===== src/rtl/ea_pkg.sv =====
package ea_pkg;
  localparam int EA_ADDR_W = 64;
  localparam int EA_DISP_W = 32;
  localparam int EA_RNUM_W = 4;

  typedef enum logic [1:0] {
    DSZ_ONE  = 2'd0,
    DSZ_TWO  = 2'd1,
    DSZ_FOUR = 2'd2,
    DSZ_WIDE = 2'd3
  } disp_size_e;
endpackage


===== src/rtl/ea_disp_ext.sv =====
module ea_disp_ext
  import ea_pkg::*;
#(
  parameter int ADDR_W = EA_ADDR_W,
  parameter int DISP_W = EA_DISP_W
) (
  input  logic [DISP_W-1:0] disp_val,
  input  logic [1:0]        disp_size,
  output logic [ADDR_W-1:0] disp_ext
);
  localparam int HALF_W = DISP_W / 2;
  localparam int BYTE_W = DISP_W / 4;

  always_comb begin
    case (disp_size)
      DSZ_ONE:  disp_ext = {{(ADDR_W-BYTE_W){disp_val[BYTE_W-1]}}, disp_val[BYTE_W-1:0]};
      DSZ_TWO:  disp_ext = {{(ADDR_W-HALF_W){disp_val[HALF_W-1]}}, disp_val[HALF_W-1:0]};
      DSZ_FOUR: disp_ext = {{(ADDR_W-DISP_W){disp_val[DISP_W-1]}}, disp_val};
      default:  disp_ext = '0;
    endcase
  end
endmodule


===== src/rtl/ea_index_scale.sv =====
module ea_index_scale
  import ea_pkg::*;
#(
  parameter int ADDR_W = EA_ADDR_W
) (
  input  logic              idx_en,
  input  logic [ADDR_W-1:0] idx_val,
  input  logic [1:0]        scale_code,
  output logic [ADDR_W-1:0] idx_term
);
  always_comb begin
    idx_term = idx_en ? (idx_val << scale_code) : '0;
  end
endmodule


===== src/rtl/ea_legal_check.sv =====
module ea_legal_check
  import ea_pkg::*;
#(
  parameter int RNUM_W     = EA_RNUM_W,
  parameter int FORBID_IDX = 4
) (
  input  logic              idx_en,
  input  logic [RNUM_W-1:0] idx_num,
  input  logic [1:0]        disp_size,
  output logic              illegal
);
  localparam logic [RNUM_W-1:0] FORBID_NUM = RNUM_W'(FORBID_IDX);

  always_comb begin
    illegal = (idx_en && (idx_num == FORBID_NUM)) || (disp_size == DSZ_WIDE);
  end
endmodule


===== src/rtl/ea_gen.sv =====
module ea_gen
  import ea_pkg::*;
#(
  parameter int ADDR_W     = EA_ADDR_W,
  parameter int DISP_W     = EA_DISP_W,
  parameter int RNUM_W     = EA_RNUM_W,
  parameter int FORBID_IDX = 4
) (
  input  logic              clk,
  input  logic              rst_n,
  input  logic              in_valid,
  output logic              in_ready,
  input  logic              base_en,
  input  logic [ADDR_W-1:0] base_val,
  input  logic              idx_en,
  input  logic [RNUM_W-1:0] idx_num,
  input  logic [ADDR_W-1:0] idx_val,
  input  logic [1:0]        scale_code,
  input  logic [DISP_W-1:0] disp_val,
  input  logic [1:0]        disp_size,
  input  logic              addr_only,
  output logic              out_valid,
  input  logic              out_ready,
  output logic [ADDR_W-1:0] out_addr,
  output logic              out_illegal,
  output logic              out_mem
);
  logic [ADDR_W-1:0] disp_ext;
  logic [ADDR_W-1:0] idx_term;
  logic [ADDR_W-1:0] base_term;
  logic [ADDR_W-1:0] sum;
  logic              illegal;
  logic              take;

  ea_disp_ext #(.ADDR_W(ADDR_W), .DISP_W(DISP_W)) u_disp (
    .disp_val  (disp_val),
    .disp_size (disp_size),
    .disp_ext  (disp_ext)
  );

  ea_index_scale #(.ADDR_W(ADDR_W)) u_scale (
    .idx_en     (idx_en),
    .idx_val    (idx_val),
    .scale_code (scale_code),
    .idx_term   (idx_term)
  );

  ea_legal_check #(.RNUM_W(RNUM_W), .FORBID_IDX(FORBID_IDX)) u_legal (
    .idx_en    (idx_en),
    .idx_num   (idx_num),
    .disp_size (disp_size),
    .illegal   (illegal)
  );

  assign base_term = base_en ? base_val : '0;
  assign sum       = base_term + idx_term + disp_ext;
  assign in_ready  = !out_valid || out_ready;
  assign take      = in_valid && in_ready;

  always_ff @(posedge clk or negedge rst_n) begin
    if (!rst_n) begin
      out_valid   <= 1'b0;
      out_addr    <= '0;
      out_illegal <= 1'b0;
      out_mem     <= 1'b0;
    end else if (take) begin
      out_valid   <= 1'b1;
      out_addr    <= illegal ? '0 : sum;
      out_illegal <= illegal;
      out_mem     <= !illegal && !addr_only;
    end else if (out_ready) begin
      out_valid   <= 1'b0;
    end
  end

  p_stall_hold_r10: assert property (@(posedge clk) disable iff (!rst_n)
    (out_valid && !out_ready) |=> (out_valid && $stable(out_addr) &&
                                   $stable(out_illegal) && $stable(out_mem)));

  p_accept_r10: assert property (@(posedge clk) disable iff (!rst_n)
    (in_valid && in_ready) |=> out_valid);

  p_forbid_idx_r7: assert property (@(posedge clk) disable iff (!rst_n)
    (take && idx_en && (idx_num == RNUM_W'(FORBID_IDX))) |=> out_illegal);

  p_wide_disp_r4: assert property (@(posedge clk) disable iff (!rst_n)
    (take && (disp_size == DSZ_WIDE)) |=> (out_illegal && (out_addr == '0)));

  p_addr_only_r9: assert property (@(posedge clk) disable iff (!rst_n)
    (take && addr_only) |=> !out_mem);

  p_illegal_quiet_r8: assert property (@(posedge clk) disable iff (!rst_n)
    (out_valid && out_illegal) |-> (!out_mem && (out_addr == '0)));
endmodule


===== config.mk =====
export PLATFORM = sky130hd
export DESIGN_NAME = ea_gen
export DESIGN_NICKNAME = d
export VERILOG_FILES = /design/src/rtl/ea_pkg.sv /design/src/rtl/ea_disp_ext.sv /design/src/rtl/ea_index_scale.sv /design/src/rtl/ea_legal_check.sv /design/src/rtl/ea_gen.sv
export SDC_FILE = /design/constraint.sdc
export NUM_CORES = 1
export LEC_CHECK = 0
export ABC_AREA = 0
export BUFFER_PORTS_ARGS = -buffer_cell sky130_fd_sc_hd__buf_2
export CORE_MARGIN = 2
export CORE_UTILIZATION = 29
export DETAILED_ROUTE_END_ITERATION = 16
export SYNTH_ARGS = -nofsm -noshare
export SYNTH_HDL_FRONTEND = slang
export SYNTH_SLANG_ARGS = --single-unit

===== constraint.sdc =====
create_clock -name clk -period 1.5 [get_ports clk]
set_input_delay 0.3 -clock clk [delete_from_list [all_inputs] [get_ports clk]]
set_output_delay 0.3 -clock clk [all_outputs]
set_load 0.01 [all_outputs]

==> run_results.csv, run 1 <==
group,metric,value,unit
sta,fin_crit_sh,252,%
worst_setup_path,crit_chain,"buf_6 -> mux2i_1 -> nor2_2 -> buf_6 -> buf_16 -> buf_12 -> o21ai_4 -> fa_1 -> inv_2 -> ha_4 -> a21o_1 -> or4_4 -> a21o_1 -> o31ai_4 -> o22ai_2 -> a21o_1 -> a31o_1 -> a221o_1",
floorplanning,start_util,29.3,%
outcome,status,"finished, violations left",
sta,finalHoldViolCount,0,
final_layout,final_nets,2249,
placed_design,place.gp.congestion,0.945,
global_routing,antenna_found_initial,0,
outcome,violations,"negative setup slack",
floorplanning,dieArea,36300,um^2
cts,worstSkewPairLatency,350,ps
worst_setup_path,end_kind,"flop",
worst_setup_path,critPathArrivalTime,4020,ps
logic_synthesis,synth_seq_cells,67,
worst_setup_path,cp_max_fo,5,
global_routing,grt_max_degree,68,
floorplanning,rows,68,
cts,clkTransAtPathRegs,60,ps
placed_design,post-dp-hpwl,32.1,mm
sta,drv_slew,0,
drt,drtIter0Drc,701,
sta,max_freq,265,MHz
logic_synthesis,yosys.area.top_type,"dfrtp_1",
cts,htreeDepth,3,
logic_synthesis,synth-main-ff-cell,"dfrtp_1",
min_path,hold_class,"input port to flop",
worst_setup_path,worst_path_max_delay_cell,"or4_4",
cts,clock_sinks,67,
sta,rsz0062_at_grt,"true",
drt,routed_wl,40.2,mm
worst_setup_path,required,1740,ps
global_routing,top_usage_layer,"met2",
sta,period_minus_slack,3780,ps
logic_synthesis,netlist.area_leader.share,16.6,%
job,max_cap_viol_count,0,
final_layout,antennaDiodeCount,0,
sta,skew,9.65,ps
cts,root_buffer,"clkbuf_16",
logic_synthesis,syn_nets,1688,
cts,cts_inserted_buffers,9,
cts,cts_tree,"yes",
logic_synthesis,synthSimpleGateAreaFrac,22.5,%
worst_setup_path,critical_path_class,"input port to flop",
logic_synthesis,syn_avg_cell_area,7.27,um^2
global_routing,grt.overflow.total,0,
worst_setup_path,critical_path.top_delay_family,"compound AO/OA/AOI/OAI gates",
logic_synthesis,synthTopCellsByArea,"dfrtp_1 17%, fa_1 13%, nand2_1 11%",
logic_synthesis,syn_area,10100,um^2
logic_synthesis,ys_warn_count,0,
logic_synthesis,seq_area_frac_synth,16.6,%
drt,vias,11854,
drt,drc,0,
logic_synthesis,synth_fa_ha_area_share,20.4,%
logic_synthesis,synth-compound-area-share,20.5,%
logic_synthesis,synth_common_cells,"301 x nand2_1, 135 x inv_1, 102 x o21ai_0",
global_routing,met3_usage,2.12,%
floorplanning,die_x,190,um
worst_setup_path,crit_buf_inv,5,
power_and_ir_drop,ir_drop,0.649,mV
placed_design,io_buffers,242,
power_and_ir_drop,power.leakage,8.57,nW
drt,ant_nets,0,
final_layout,area.growth.synth_to_final,70.1,%
sta,setup_tns,-106450,ps
floorplanning,fp.dieH,190,um
logic_synthesis,synth_edf_count,0,
logic_synthesis,synth_mux_area_share,6.49,%
final_layout,drive_gt1_share,48.1,%
drt,first_pass_iters,5,
sta,relSlewSlack,65.6,%
global_routing,use_met2,37.6,%
floorplanning,io-pin-count,243,
logic_synthesis,yosysMostFrequentCell,"nand2_1",
drt,via_per_inst,4.93,
worst_setup_path,cp_common_cell,"a21o_1",
global_routing,grt_use_total,21.9,%
sta,setup_viol,63,
worst_setup_path,crit_path_max_incr_delay,520,ps
worst_setup_path,start_kind,"input port",
global_routing,grt_pass1_vias,12146,
logic_synthesis,synthCells,1387,
floorplanning,coreArea,34400,um^2
logic_synthesis,synth_top_family_by_area,"simple AND/OR/NAND/NOR gates",
final_layout,post-route-util,49.9,%
cts,clockBufferDepth,2,
sta,worst_slack,-2280,ps
sta,worst_slew_pin_slew,514,ps
power_and_ir_drop,powerDensity,994,nW/um^2
power_and_ir_drop,p_total,17.0,mW
logic_synthesis,ys_types,66,
placed_design,place_ws,-2910,ps
logic_synthesis,synth_xor_area_share,4.95,%
drt,route.detailed.wl_per_inst,16.7,um
global_routing,grt_pass1_wl,63.3,mm
global_routing,grt_use_met1,29.3,%
logic_synthesis,async_flop_share,100,%
state kept, by name (all words and copies together), names as in the netlist:
name / cells
out_illegal: 1
out_mem: 1
out_valid: 1
out_addr: 64
power breakdown:
part | switching [mW] | leakage (nW) | internal [mW] | total, mW
Combinational | 6.18 | 7.59 | 6.03 | 12.2
Clock | 0.866 | 0.131 | 1.19 | 2.06
Sequential | 0.386 | 0.850 | 2.40 | 2.79
Total | 7.43 | 8.57 | 9.62 | 17.0
repair_timing:
action	CTS	global route
pin swaps	112	56
endpoints found under the setup margin	66	66
cloned	5	0
hold endpoints to repair	21	0
gates resized for setup	245	105
hold buffers	1	0
setup buffers	46	15
final cells by class:
cell class                      count  area, um^2
Inverter                          137         515
Clock inverter                      2        12.5
Fill cell                        3381       17200
Sequential cell                    67        1680
Tap cell                          455         569
Clock buffer                       12         256
Timing Repair Buffer              637        4680
Multi-Input combinational cell   1096        9440
worst paths after layout:
path | to | depth (start not counted) | from | slack [ps]
worst max-delay path | out_addr[59] | 18 | disp_size[0] | -2280
worst min-delay path | out_mem | 2 | addr_only | 150
worst max register to register | out_addr[62] | 7 | out_valid | -120
worst min register to register | out_addr[52] | 2 | out_addr[52] | 470
max in group asynchronous | out_addr[34] | 3 | rst_n | 640
min in group asynchronous | out_valid | 3 | rst_n | 530
worst reg2reg max path: stages (launching register included):
cell and delay, ps:
dfrtp_1 370, nand2b_1 80, and2_2 200, o311ai_4 130, buf_12 170, buf_4 160, a2111o_1 330, o211ai_1 90
per-layer routing:
metal  up-vias  wire (um)
met1      5745      18100
met4         0        919
met3        49       1650
met2       275      19500
met5         -          0
li1       5785          -
per-stage QoR:
stage / std cells / hold WS [ps] / cell area [um^2]
2_1_floorplan: 1387 / 4.41 / 10700
3_3_place_gp: 2328 / 365 / 14600
3_5_place_dp: 2328 / 367 / 14600
4_1_cts: 2394 / 137 / 16600
5_1_grt: 2406 / 161 / 17200
6_report: 2406 / 150 / 17200
logic make-up (layout without fill, tap and decap cells):
family | Yosys count | in the layout
buf+inv | 224 | 788
flops | 67 | 67
fa+ha+maj | 126 | 126
mux | 65 | 65
compound gates | 328 | 328
simple gates | 520 | 520
xor+xnor | 57 | 57
cell usage in the layout, fill, tap and decap left out, drive strengths merged, types with 12 or more instances in the layout:
cell type / instances
buf: 635
nand2: 301
inv: 136
o21ai: 106
a21oi: 99
nand3: 68
dfrtp: 67
fa: 64
mux2i: 62
ha: 62
nor2: 57
a21o: 36
xor2: 32
xnor2: 25
and2: 24
nand4: 20
o21bai: 14
o211ai: 12
clkbuf: 12
Power figures use the tool's default switching activity.
==> run 2, diff against run 1 <==
--- a/config.mk
+++ b/config.mk
@@ -10,6 +10,8 @@
 export CORE_MARGIN = 2
 export CORE_UTILIZATION = 29
 export DETAILED_ROUTE_END_ITERATION = 16
+export MAX_ROUTING_LAYER = met4
+export SKIP_LAST_GASP = 1
 export SYNTH_ARGS = -nofsm -noshare
 export SYNTH_HDL_FRONTEND = slang
 export SYNTH_SLANG_ARGS = --single-unit
==> run 2 against run 1 <==
Net effect: the flow still finishes with violations (negative setup slack); clock skew is 2.0 ps lower; sequential cell count unchanged; first-iteration DRC count is 21% lower; largest cell class unchanged.
==> run_results.csv, run 2 (same netlist as run 1, synthesis figures left out) <==
group,metric,value,unit
sta,worst_slew_pin_slew,448,ps
global_routing,grt_pass1_wl,64.8,mm
job,max_cap_viol_count,0,
worst_setup_path,critical_path_class,"input port to flop",
global_routing,grt_pass1_vias,12252,
min_path,hold_class,"input port to flop",
power_and_ir_drop,power.leakage,8.69,nW
sta,setup_viol,63,
drt,vias,11830,
power_and_ir_drop,powerDensity,990,nW/um^2
worst_setup_path,end_kind,"flop",
final_layout,multi_input_comb_area,9700,um^2
placed_design,io_buffers,242,
outcome,status,"finished, violations left",
sta,skew,7.69,ps
floorplanning,die_x,190,um
sta,rsz0062_at_grt,"true",
worst_setup_path,critPathArrivalTime,4010,ps
sta,max_freq,266,MHz
sta,worst_slack,-2270,ps
cts,htreeDepth,3,
final_layout,final_nets,2256,
final_layout,drive_gt1_share,49.2,%
final_layout,fillers,3252,
outcome,violations,"negative setup slack",
cts,root_buffer,"clkbuf_16",
sta,drv_slew,0,
global_routing,grt.overflow.total,0,
power_and_ir_drop,ir_drop,0.591,mV
drt,via_per_inst,4.90,
worst_setup_path,start_kind,"input port",
drt,routed_wl,41.6,mm
sta,setup_tns,-103940,ps
floorplanning,rows,68,
sta,finalHoldViolCount,0,
floorplanning,dieArea,36300,um^2
final_layout,layout_commonest_cell,"buf_4",
placed_design,post-dp-hpwl,32.5,mm
floorplanning,coreArea,34400,um^2
drt,drc,0,
final_layout,area.growth.synth_to_final,74.7,%
drt,drtIter0Drc,557,
global_routing,grt_use_total,23.3,%
final_layout,largest_reg_flops,64,
placed_design,placed_cells,2336,
worst_setup_path,required,1740,ps
global_routing,antenna_found_initial,2,
cts,clock_sinks,67,
cts,clockBufferDepth,2,
floorplanning,fp.dieH,190,um
sta,period_minus_slack,3770,ps
power_and_ir_drop,p_total,17.4,mW
drt,ant_nets,0,
worst_setup_path,cp_max_fo,7,
floorplanning,start_util,29.3,%
drt,route.detailed.wl_per_inst,17.2,um
floorplanning,io-pin-count,243,
sta,whs,139,ps
placed_design,place.gp.congestion,0.956,
final_layout,regMostFlops,"out_addr",
final_layout,register_area,1680,um^2
final_layout,final_cell_mix,"327 x buf_4, 286 x nand2_1, 237 x buf_2",
worst_setup_path,r2r_setup_slack,-200,ps
global_routing,grt_max_degree,68,
cts,cts_inserted_buffers,9,
final_layout,post-route-util,51.2,%
sta,relSlewSlack,70.0,%
sta,fin_crit_sh,251,%
cts,worstSkewPairLatency,350,ps
drt,first_pass_iters,5,
cts,cts_tree,"yes",
cts,clkTransAtPathRegs,60,ps
final_layout,final_cell_count_no_fill,2416,
==> run 2: metrics by stage <==
stage | setup WS (ps) | cell area, um^2
2_1_floorplan | -2800 | 10700
3_3_place_gp | -2820 | 14700
3_5_place_dp | -2860 | 14700
4_1_cts | -2210 | 16700
5_1_grt | -2390 | 17600
6_report | -2270 | 17600
==> run 2: cell type report <==
cell class	instances	share of cell area, %
antenna	2	0.0284
clock buffer	12	1.40
clock inverter	3	0.0853
inverter	137	2.93
multi-input combinational	1096	55.1
sequential	67	9.52
tap	455	3.23
timing repair buffer	644	27.7
==> run 2: what timing repair did <==
action                                  4_1_cts  5_1_grt
endpoints found under the hold margin        34        0
buffers inserted                             42       20
cloned                                        6        1
resized for setup                           258      161
endpoints found under the setup margin       64       66
hold buffers                                  1        0
pin swaps                                   122      129
==> run 2: worst paths after layout <==
path | end | cells past startpoint | start
setup / recovery | out_addr[59] | 19 | disp_size[0]
hold / removal | out_mem | 2 | addr_only
setup reg to reg | out_addr[62] | 7 | out_valid
hold reg to reg | out_addr[53] | 2 | out_addr[53]
max in group asynchronous | out_addr[31] | 3 | rst_n
min in group asynchronous | out_valid | 3 | rst_n
==> run 2: where the power goes <==
part | switching, mW | internal [mW]
sequential | 0.394 | 2.40
clock | 0.872 | 1.15
combinational | 6.37 | 6.26
==> run 2: worst max-delay path, stage by stage <==
cell and delay [ps]:
buf_8 100, mux2i_4 170, nor2_2 90, buf_6 150
buf_8 150, buf_6 100, o21ai_2 50, fa_1 490
inv_2 50, ha_4 260, nand2_4 70, nor2_1 50
or4_1 530, a21o_4 260, o31ai_4 290, o22ai_4 160
a21o_1 210, a31o_1 210, a221o_1 290
==> run 2: per-layer routing <==
metal | part of all wire [%] | up-vias | global-route usage [%]
li1 | - | 5802 | -
met3 | 3.6 | 42 | 2.32
met4 | 2.0 | 0 | 6.68
met5 | 0 | - | -
met1 | 44 | 5730 | 29.0
met2 | 50 | 256 | 40.1
==> run 3, diff against run 2 <==
--- a/config.mk
+++ b/config.mk
@@ -7,6 +7,7 @@
 export LEC_CHECK = 0
 export ABC_AREA = 0
 export BUFFER_PORTS_ARGS = -buffer_cell sky130_fd_sc_hd__buf_2
+export CORE_ASPECT_RATIO = 2
 export CORE_MARGIN = 2
 export CORE_UTILIZATION = 29
 export DETAILED_ROUTE_END_ITERATION = 16
==> run 3 against run 2 <==
Net effect: global-route usage is 1.7 points higher; core utilization fell by 0.20 points; the flow still finishes with violations (negative setup slack); die area up 0.25%; largest cell class unchanged; critical path depth fell by 1; worst setup slack got worse by 110 ps; sequential share of layout area is 0.076 points higher; highest routed layer unchanged; non-clock buffer count up 8; critical path type unchanged; first-iteration DRC count rose by 4.7%; cell count down 0.29%; sequential power hardly changed.
==> run_results.csv, run 3 (same netlist as run 1, synthesis figures left out) <==
group,metric,value,unit
worst_setup_path,critical_path_class,"input port to flop",
drt,ant_nets,0,
drt,via_per_inst,5.04,
floorplanning,dieArea,36400,um^2
floorplanning,rows,96,
drt,drtIter0Drc,583,
drt,met1_length,14.9,mm
final_layout,largest_reg_flops,64,
final_layout,layout_commonest_cell,"buf_4",
drt,drc,0,
min_path,hold_class,"input port to flop",
global_routing,grt.overflow.total,0,
worst_setup_path,end_kind,"flop",
drt,highest_layer,"met4",
worst_setup_path,critPathArrivalTime,4120,ps
cts,htreeDepth,3,
outcome,status,"finished, violations left",
final_layout,final_area,17500,um^2
placed_design,io_buffers,242,
cts,cts_tree,"yes",
final_layout,final_cell_count_no_fill,2409,
placed_design,place.gp.congestion,0.900,
floorplanning,start_util,29.5,%
sta,worst_slack,-2380,ps
job,max_cap_viol_count,0,
final_layout,area.growth.synth_to_final,73.3,%
sta,worst_slew_pin_slew,512,ps
global_routing,grt_pass1_vias,13012,
drt,wl_met3,1.37,mm
sta,relSlewSlack,65.8,%
drt,vias,12152,
floorplanning,io-pin-count,243,
cts,clock_sinks,67,
sta,fin_crit_sh,258,%
power_and_ir_drop,p_total,17.8,mW
outcome,violations,"negative setup slack",
global_routing,grt_use_total,25.0,%
floorplanning,coreArea,34200,um^2
sta,setup_viol,63,
drt,routed_wl,44.8,mm
final_layout,regMostFlops,"out_addr",
cts,cts_inserted_buffers,9,
cts,root_buffer,"clkbuf_16",
placed_design,post-dp-hpwl,35.0,mm
final_layout,drive_gt1_share,48.3,%
power_and_ir_drop,ir_drop,0.672,mV
final_layout,fillers,3254,
power_and_ir_drop,power.leakage,8.75,nW
placed_design,placed_area,14600,um^2
placed_design,placed_cells,2309,
global_routing,antenna_found_initial,0,
placed_design,place_ws,-2950,ps
floorplanning,die_x,136,um
final_layout,final_cell_mix,"331 x buf_4, 278 x nand2_1, 237 x buf_2",
drt,route.detailed.wl_per_inst,18.6,um
final_layout,antennaDiodeCount,0,
sta,period_minus_slack,3880,ps
sta,drv_slew,0,
final_layout,final_nets,2264,
cts,clkTransAtPathRegs,60,ps
sta,skew,6.31,ps
global_routing,grt_max_degree,34,
sta,setup_tns,-113630,ps
global_routing,grt_pass1_wl,67.6,mm
sta,max_freq,258,MHz
power_and_ir_drop,powerDensity,1020,nW/um^2
cts,clockBufferDepth,2,
sta,finalHoldViolCount,0,
worst_setup_path,start_kind,"input port",
worst_setup_path,required,1740,ps
worst_setup_path,cp_max_fo,7,
drt,first_pass_iters,5,
cts,worstSkewPairLatency,350,ps
sta,rsz0062_at_grt,"true",
drt,met2WireLength,26.1,mm
floorplanning,fp.dieH,268,um
==> run 3: cell types whose count changed in the layout (fill, tap and decap cells not counted), moves of 5 or more <==
cell,change
a21oi_1,+9
nand2_1,-8
a21oi_4,-8
ha_1,+8
ha_2,-5
nand2_2,+5
==> run 3: path summary, 6_finish.rpt <==
check	from	end	slack, ps	cells after the start
hold reg to reg	out_addr[52]	out_addr[52]	480	2
hold / removal	addr_only	out_mem	140	2
setup reg to reg	out_valid	out_addr[57]	-70	5
min in group asynchronous	rst_n	out_addr[20]	350	2
max in group asynchronous	rst_n	out_addr[61]	670	3
setup / recovery	disp_size[0]	out_addr[59]	-2380	18
==> run 3: final cells by class <==
class | instances | area, um^2 | share of cell area [%]
clock buffers | 9 | 225 | 1.29
clock inverters | 7 | 106 | 0.609
inverters | 137 | 515 | 2.95
multi-input cells | 1096 | 9450 | 54.1
repair buffers | 652 | 4940 | 28.3
well taps | 441 | 552 | 3.16
flip-flops and latches | 67 | 1680 | 9.60
==> run 3: report_power, final <==
part	switching [mW]	internal [mW]
clock network	0.933	1.48
registers	0.392	2.40
logic	6.41	6.15
==> run 3: routing by layer <==
metal / global-route usage (%) / vias up
met4: 13.4 / 0
met5: - / -
met1: 22.3 / 5897
met3: 2.06 / 116
met2: 50.2 / 323
li1: - / 5816
==> run 3: repair_timing <==
action,CTS,global route
hold endpoints to repair,10,0
endpoints found under the setup margin,64,64
setup buffers,56,31
cloned,7,0
resized for setup,312,84
pin swaps,126,84
hold buffers,1,0
==> run 3: through the flow <==
step | hold WS, ps | util, %
6_report | 141 | 51.0
5_1_grt | 145 | 51.0
4_1_cts | 132 | 49.7
3_5_place_dp | 187 | 42.6
3_3_place_gp | 187 | 42.6
2_1_floorplan | 4.41 | -
==> run 3: worst max-delay path, cell delays in order <==
cell and delay [ps]:
buf_8 100, mux2i_4 180, nor2_4 190, clkbuf_16 200, buf_6 110, o21ai_4 60
fa_2 570, inv_2 40, ha_4 150, buf_6 110, a21o_1 160, or4_4 540
a21o_4 240, o31ai_4 290, o22ai_4 150, a21o_1 200, a31o_1 220, a221o_1 290
